--- config.mk ---
export PLATFORM = sky130hd
export DESIGN_NAME = nv_store_seq
export DESIGN_NICKNAME = d
export VERILOG_FILES = /design/src/rtl/nvs_pkg.sv /design/src/rtl/nvs_ctrl.sv /design/src/rtl/nvs_datapath.sv /design/src/rtl/nv_store_seq.sv
export SDC_FILE = /design/constraint.sdc
export NUM_CORES = 1
export LEC_CHECK = 0
export BUFFER_PORTS_ARGS = -buffer_cell sky130_fd_sc_hd__buf_2
export CORE_MARGIN = 2
export CORE_UTILIZATION = 50
export DETAILED_ROUTE_END_ITERATION = 12
export GPL_ROUTABILITY_DRIVEN = 0
export PLACE_DENSITY = 0.8
export SYNTH_ARGS = -nofsm -noshare
export SYNTH_HDL_FRONTEND = slang
export SYNTH_SLANG_ARGS = --single-unit
--- constraint.sdc ---
create_clock -name clk -period 2.3 [get_ports clk]
set_input_delay 0.46 -clock clk [delete_from_list [all_inputs] [get_ports clk]]
set_output_delay 0.46 -clock clk [all_outputs]
set_load 0.005 [all_outputs]
--- src/rtl/nvs_pkg.sv ---
`timescale 1ns/1ps
package nvs_pkg;
  // Strobes from control to datapath
  typedef struct packed {
    logic load;    // capture frame address and data
    logic commit;  // write staged value into the array
  } nvsStrobe_t;

  typedef enum logic {ST_IDLE = 1'b0, ST_BUSY = 1'b1} nvsState_t;
endpackage

--- src/rtl/nvs_ctrl.sv ---
`timescale 1ns/1ps
module nvs_ctrl
  import nvs_pkg::*;
#(
  parameter int PROG_CYCLES = 6
) (
  input  logic       clk,
  input  logic       rst_n,
  input  logic       frameDone,
  input  logic       progReq,
  input  logic       supplyOk,
  output nvsStrobe_t strobes,
  output logic       busy
);
  localparam int CNT_W = $clog2(PROG_CYCLES + 1);

  nvsState_t        state;
  logic [CNT_W-1:0] cycLeft;

  always_comb begin
    strobes.load   = (state == ST_IDLE) && frameDone && progReq && supplyOk;
    strobes.commit = (state == ST_BUSY) && (cycLeft == CNT_W'(1)) && supplyOk;
  end

  always_ff @(posedge clk) begin
    if (!rst_n) begin
      state   <= ST_IDLE;
      cycLeft <= '0;
    end else begin
      case (state)
        ST_IDLE: begin
          if (strobes.load) begin
            state   <= ST_BUSY;
            cycLeft <= CNT_W'(PROG_CYCLES);
          end
        end
        default: begin
          if (!supplyOk || cycLeft == CNT_W'(1)) begin
            state   <= ST_IDLE;
            cycLeft <= '0;
          end else begin
            cycLeft <= cycLeft - CNT_W'(1);
          end
        end
      endcase
    end
  end

  assign busy = (state == ST_BUSY);
endmodule

--- src/rtl/nvs_datapath.sv ---
`timescale 1ns/1ps
module nvs_datapath
  import nvs_pkg::*;
#(
  parameter int NUM_CH = 4,
  parameter int DATA_W = 8,
  localparam int ADDR_W = $clog2(NUM_CH)
) (
  input  logic                     clk,
  input  logic                     rst_n,
  input  nvsStrobe_t               strobes,
  input  logic [ADDR_W-1:0]        frameAddr,
  input  logic [DATA_W-1:0]        frameData,
  output logic [NUM_CH*DATA_W-1:0] nvArray
);
  logic [ADDR_W-1:0] stageAddr;
  logic [DATA_W-1:0] stageData;

  always_ff @(posedge clk) begin
    if (!rst_n) begin
      stageAddr <= '0;
      stageData <= '0;
    end else if (strobes.load) begin
      stageAddr <= frameAddr;
      stageData <= frameData;
    end
  end

  // Persistent cells: deliberately outside reset
  for (genvar ch = 0; ch < NUM_CH; ch++) begin : g_cell
    logic [DATA_W-1:0] cellQ;
    always_ff @(posedge clk) begin
      if (strobes.commit && stageAddr == ADDR_W'(ch))
        cellQ <= stageData;
    end
    assign nvArray[ch*DATA_W +: DATA_W] = cellQ;
  end
endmodule

--- src/rtl/nv_store_seq.sv ---
`timescale 1ns/1ps
module nv_store_seq
  import nvs_pkg::*;
#(
  parameter int NUM_CH      = 4,
  parameter int DATA_W      = 8,
  parameter int PROG_CYCLES = 6,
  localparam int ADDR_W     = $clog2(NUM_CH)
) (
  input  logic                     clk,
  input  logic                     rst_n,
  input  logic                     progReq,
  input  logic                     frameDone,
  input  logic [ADDR_W-1:0]        frameAddr,
  input  logic [DATA_W-1:0]        frameData,
  input  logic                     supplyOk,
  output logic                     readyBusy,
  output logic                     serialBlock,
  output logic [NUM_CH*DATA_W-1:0] nvArray
);
  nvsStrobe_t strobes;
  logic       busy;

  nvs_ctrl #(.PROG_CYCLES(PROG_CYCLES)) u_ctrl (
    .clk(clk), .rst_n(rst_n), .frameDone(frameDone), .progReq(progReq),
    .supplyOk(supplyOk), .strobes(strobes), .busy(busy)
  );

  nvs_datapath #(.NUM_CH(NUM_CH), .DATA_W(DATA_W)) u_dp (
    .clk(clk), .rst_n(rst_n), .strobes(strobes), .frameAddr(frameAddr),
    .frameData(frameData), .nvArray(nvArray)
  );

  assign readyBusy   = ~busy;
  assign serialBlock = busy;
endmodule

Word level (Yosys, flattened, before mapping)
Cells that the tools add are included.

Bits in registers: 46. Latch bits: 0. Memory bits (writable): 0. Bits in read-only memories: 0. Input port bits: 15. Output and inout bits: 34. Memories: 0.

Add/subtract/negate cells: 1. Multipliers: 0. Divide/modulo/power cells: 0. Order comparisons: 0. Equal/unequal tests: 4. Shifts and indexed selects: 0. Multiplexer cells: 6. Bitwise gates (word level): 1. Reductions and logical operators: 13.

Operator list (count): 1-bit logical AND (9); 3-bit 2-to-1 mux (3); 2-bit equality test (second input constant) (2); 3-bit by 1-bit equality test with 1-bit output (second input constant) (1); 1-bit 2-to-1 mux (3); 3-bit by 1-bit subtractor with 3-bit output (second input constant) (1); 2-bit by 1-bit equality test with 1-bit output (second input constant) (1); 2-bit logical NOT (1); 2-bit nonzero test (1); 1-bit logical NOT (1); 1-bit logical OR (1); 1-bit NOT (1).

Depth between registers and ports, before layout
Word-level depth: 6. Mapped depth: 5. Gate-level depth less buffers: 5.

Modules after synthesis
A second synthesis with hierarchy kept.

Cells, all modules: 94. Area total of the unflattened synthesis: 1595.3 µm².

Modules (own cells, without submodules): nvs_datapath (instances 1, cells an instance 68, area an instance 1365.1 µm², seq. area each 1161.1 µm²); nvs_ctrl (instances 1, cells an instance 25, area an instance 226.5 µm², seq. area each 80.1 µm²); nv_store_seq (instances 1, cells an instance 1, area an instance 3.8 µm², seq. area each 0.0 µm²).

Least setup slack after synthesis
No wires, ideal clock.

Kind: reg2reg. From: register u_ctrl.cycLeft[1]. To: register u_dp.g_cell[0].cellQ[0], enable pin. Library setup time: 398 ps. Arrival: 1712 ps. Required time: 1902 ps. Slack: 190 ps. Cell stages (with the launch flop): 5. Path buffers: 0. Cells stage by stage: dfxtp_1 > inv_1 > ha_1 > nor2b_1 > nor4b_1.

Cells in the longest elaborated chain, start to end: 4.

Ends and longest elaborated chain: from (decl) (RTL line nvs_ctrl.sv:18) `logic [CNT_W-1:0] cycLeft;`; from (signal assigned) (RTL line nvs_ctrl.sv:34) `cycLeft <= CNT_W'(PROG_CYCLES);`; from (signal assigned) (RTL line nvs_ctrl.sv:42) `cycLeft <= cycLeft - CNT_W'(1);`; 3-bit by 1-bit equality test with 1-bit output (RTL line nvs_ctrl.sv:22) `strobes.commit = (state == ST_BUSY) && (cycLeft == CNT_W'(1)) && supplyOk;`; 1-bit logical AND (2 in series) (RTL line nvs_ctrl.sv:22); 1-bit logical AND (RTL line nvs_datapath.sv:33) `if (strobes.commit && stageAddr == ADDR_W'(ch))`; to (signal assigned) (RTL line nvs_datapath.sv:34) `cellQ <= stageData;`; to (decl) (RTL line nvs_datapath.sv:31) `logic [DATA_W-1:0] cellQ;`.

No other way between the ends. A chain may end at the register's enable or synchronous reset.

Final worst setup path
From: register u_ctrl.cycLeft[1]. To: register u_dp.g_cell[0].cellQ[6], enable pin.

Same word-level chain as after synthesis.

==> flow_metrics.env <==
export IMPL_drt_iter0_drc=33
export IMPL_skew_ns=0.00957
export IMPL_endpoint_kind="flop"
export IMPL_cellLeakagePower_uw=0.000807
export IMPL_die_w_um=61.5
export IMPL_p_sw_uw=270
export IMPL_syn_nets=124
export IMPL_insertion_delay_ns=0.35
export IMPL_hp_class="in2reg"
export IMPL_cts_buffer_depth=2
export IMPL_cts_tree="built"
export IMPL_period_share_pct=71.6
export IMPL_cts_resized=0
export IMPL_setup_viol=0
export IMPL_yosysMostFrequentCell="edfxtp_1"
export IMPL_path_buf_inv=2
export IMPL_globalRouteTotalUtil_pct=18.0
export IMPL_synth_common_cells="edfxtp_1 (32), nand2_1 (21), dfxtp_1 (14), a21boi_2 (10), inv_1 (4)"
export IMPL_wl_per_cell_um=14.4
export IMPL_switching_share_pct=20.7
export IMPL_pwr_share_comb_pct=4.1
export IMPL_grt_pass1_vias=1013
export IMPL_cp_slowest_cell="dfxtp_1"
export IMPL_synth_area_leader_cell="edfxtp_1"
export IMPL_grt_pass1_wl_um=4640
export IMPL_core_area_um2=3100
export IMPL_rsz0062_at_grt="no"
export IMPL_drc_errors=0
export IMPL_startpoint_type="flop"
export IMPL_ys_seq_elements=46
export IMPL_cp_required_ns=2.36
export IMPL_path_cells="inv_1 > ha_1 > nor2b_1 > nor4b_2 > buf_4"
export IMPL_worstHoldStart="frameData[5]"
export IMPL_viasPerCell=4.92
export IMPL_synth_cell_types=23
export IMPL_place_inst=199
export IMPL_firstDrtPassIters=5
export IMPL_tightest_slew_ns=0.502
export IMPL_whs_endpoint="u_dp.stageData[5]"
export IMPL_cts_buffers=5
export IMPL_hold_depth=3
export IMPL_die_area_um2=3780
export IMPL_cts_htree_levels=2
export IMPL_rr_endpoint="u_dp.g_cell[0].cellQ[6]"
export IMPL_p_seq_share_pct=69.1
export IMPL_r2r_cells=5
export IMPL_ir_drop_mv=0.376
export IMPL_synthArstFlopShare_pct=0
export IMPL_pwr_share_clk_pct=26.8
export IMPL_crit_fanout=8
export IMPL_fillers=251
export IMPL_postCtsHoldBufs=0
export IMPL_start_util_pct=53.3
export IMPL_num_vias=1019
export IMPL_area_growth_pct=21.1
export IMPL_synth_edff_count=32
export IMPL_p_int_uw=1030
export IMPL_cts_root_buf="clkbuf_4"
export IMPL_synth_seq_area_share_pct=75.0
export IMPL_n_antenna_cell=0
export IMPL_reg2reg_from="u_ctrl.cycLeft[1]"
export IMPL_cap_violations=0
export IMPL_ios=49
export IMPL_cp_data_arrival_time_ns=1.71
export IMPL_clk_pin_slew_ns=0.12
export IMPL_clock_sinks=46
export IMPL_rows=20
export IMPL_startpoint="u_ctrl.cycLeft[1]"
export IMPL_place_hpwl_um=2110
export IMPL_portBuffers=48
export IMPL_pwr_density_cell_nw_per_um2=650
export IMPL_reg2reg_setup_slack_ns=0.65
export IMPL_status="completed"
export IMPL_ys_top_cells_by_area="edfxtp_1 (58%), dfxtp_1 (17%), a21boi_2 (6.8%)"
export IMPL_critPathTopFamily="simple AND/OR/NAND/NOR gates"
export IMPL_drive_gt1_share_pct=45.4
export IMPL_slew_headroom_pct=66.3
export IMPL_avgSynthCellArea_um2=15.5
export IMPL_synth_top_area_share_pct=58.1
export IMPL_grt_overflow=0
export IMPL_layout_min_cycle_time_ns=1.65
export IMPL_netlist_area_um2=1650
export IMPL_die_height_um=61.5
export IMPL_grt_start_max_net_pins=15
export IMPL_antenna_found_initial=0
export IMPL_netlist_instances=107
export IMPL_clock_fmax_ghz=0.607
export IMPL_post_cts_setup_buffers=0
export IMPL_nets=179
export IMPL_fin_setup_tns_ns=0
export IMPL_finalHoldViolations=0
export IMPL_ant_nets=0
export IMPL_path_class="reg2reg"
export IMPL_crit_cells=5
export IMPL_routed_wl_um=2990
export IMPL_synth_flop_cell="edfxtp_1"
export IMPL_fin_cells=207
export IMPL_final_max_slew_viol_count=0
export IMPL_critical_path_max_stage_delay_ns=0.33
export IMPL_yosys_warnings=0
## cell families (layout without fill, tap and decap cells)
group | after synthesis | count (layout) | synth area share (%)
flip-flops | 46 | 46 | 75.0
AND/OR/NAND/NOR | 35 | 35 | 10.5
AO/OA/AOI/OAI | 16 | 16 | 9.61
buffers and inverters | 8 | 64 | 3.33
adder cells (fa/ha/maj) | 2 | 2 | 1.51
## state kept, by name, indices dropped and copies added (netlist names)
signal,flops
u_ctrl.busy,1
u_ctrl.cycLeft,3
u_dp.g_cell.cellQ,32
u_dp.stageAddr,2
u_dp.stageData,8
## worst min-delay path, cell delays in order
cell      delay [ns]
buf_2           0.09
nand2_1         0.06
a21boi_2        0.04
## power by group through the flow
stage / sequential, µW / clock, µW / combinational [µW]
after detailed placement: 918 / 0 / 54.3
after global routing: 901 / 394 / 60.7
after global placement: 917 / 0 / 51.1
after CTS: 899 / 359 / 54.6
final: 899 / 349 / 53.9
after floorplan: 914 / 0 / 36.4
## per-stage QoR
stage	util [%]	setup slack, ns	total power, µW	hold slack (ns)	instance area [µm²]
2_1_floorplan	-	0.190	950	0.460	1650
3_3_place_gp	62.9	0.790	968	0.495	1950
3_5_place_dp	62.9	0.707	972	0.491	1950
4_1_cts	64.6	0.641	1310	0.322	2000
5_1_grt	64.6	0.496	1360	0.322	2000
6_report	64.6	0.652	1300	0.339	2000
## how the worst max path moves through the flow
stage                         endpoint  slack [ns]
2_1_floorplan  u_dp.g_cell[0].cellQ[0]        0.19
3_3_place_gp   u_dp.g_cell[1].cellQ[4]        0.79
3_5_place_dp   u_dp.g_cell[0].cellQ[4]        0.71
4_1_cts        u_dp.g_cell[0].cellQ[6]        0.64
5_1_grt        u_dp.g_cell[1].cellQ[4]        0.50
6_report       u_dp.g_cell[0].cellQ[6]        0.65
## area by class of cell
| type | count | area [µm²] | area share [%] |
|---|---|---|---|
| Timing Repair Buffer | 52 | 270 | 13.5 |
| Tap cell | 44 | 55.1 | 2.75 |
| Multi-Input combinational cell | 53 | 370 | 18.5 |
| Clock buffer | 6 | 41.3 | 2.06 |
| Clock inverter | 2 | 10.0 | 0.500 |
| Inverter | 4 | 15.0 | 0.750 |
| Sequential cell | 46 | 1240 | 62.0 |
## cells in the final DEF, fill, tap and decap left out
cell / Yosys / routed
buf_4: 0 / 4
nor2b_1: 1 / 1
and4b_2: 1 / 1
nor4b_2: 0 / 2
o31a_2: 1 / 1
clkbuf_1: 0 / 1
and2_1: 1 / 1
ha_1: 2 / 2
nor4b_1: 3 / 1
nand2b_1: 2 / 2
edfxtp_1: 32 / 32
o21a_1: 1 / 1
nand4b_1: 1 / 1
inv_1: 4 / 4
clkinv_2: 0 / 2
clkbuf_4: 0 / 5
nand4_1: 1 / 1
a21boi_0: 1 / 1
o311a_2: 1 / 1
o21ai_0: 2 / 2
nor3_1: 2 / 2
a21boi_2: 10 / 10
nand2_1: 21 / 21
buf_2: 1 / 48
nor2_1: 2 / 2
dfxtp_1: 14 / 14
## per-layer routing
layer / up-vias / GRT usage, % / part of all wire [%]
met5: - / 0 / 0
met4: 0 / 10.3 / 2.3
met3: 10 / 6.09 / 8.4
met2: 56 / 29.8 / 49
met1: 463 / 20.4 / 40
li1: 490 / - / -
Note: power is estimated with default switching activity, not from simulation.
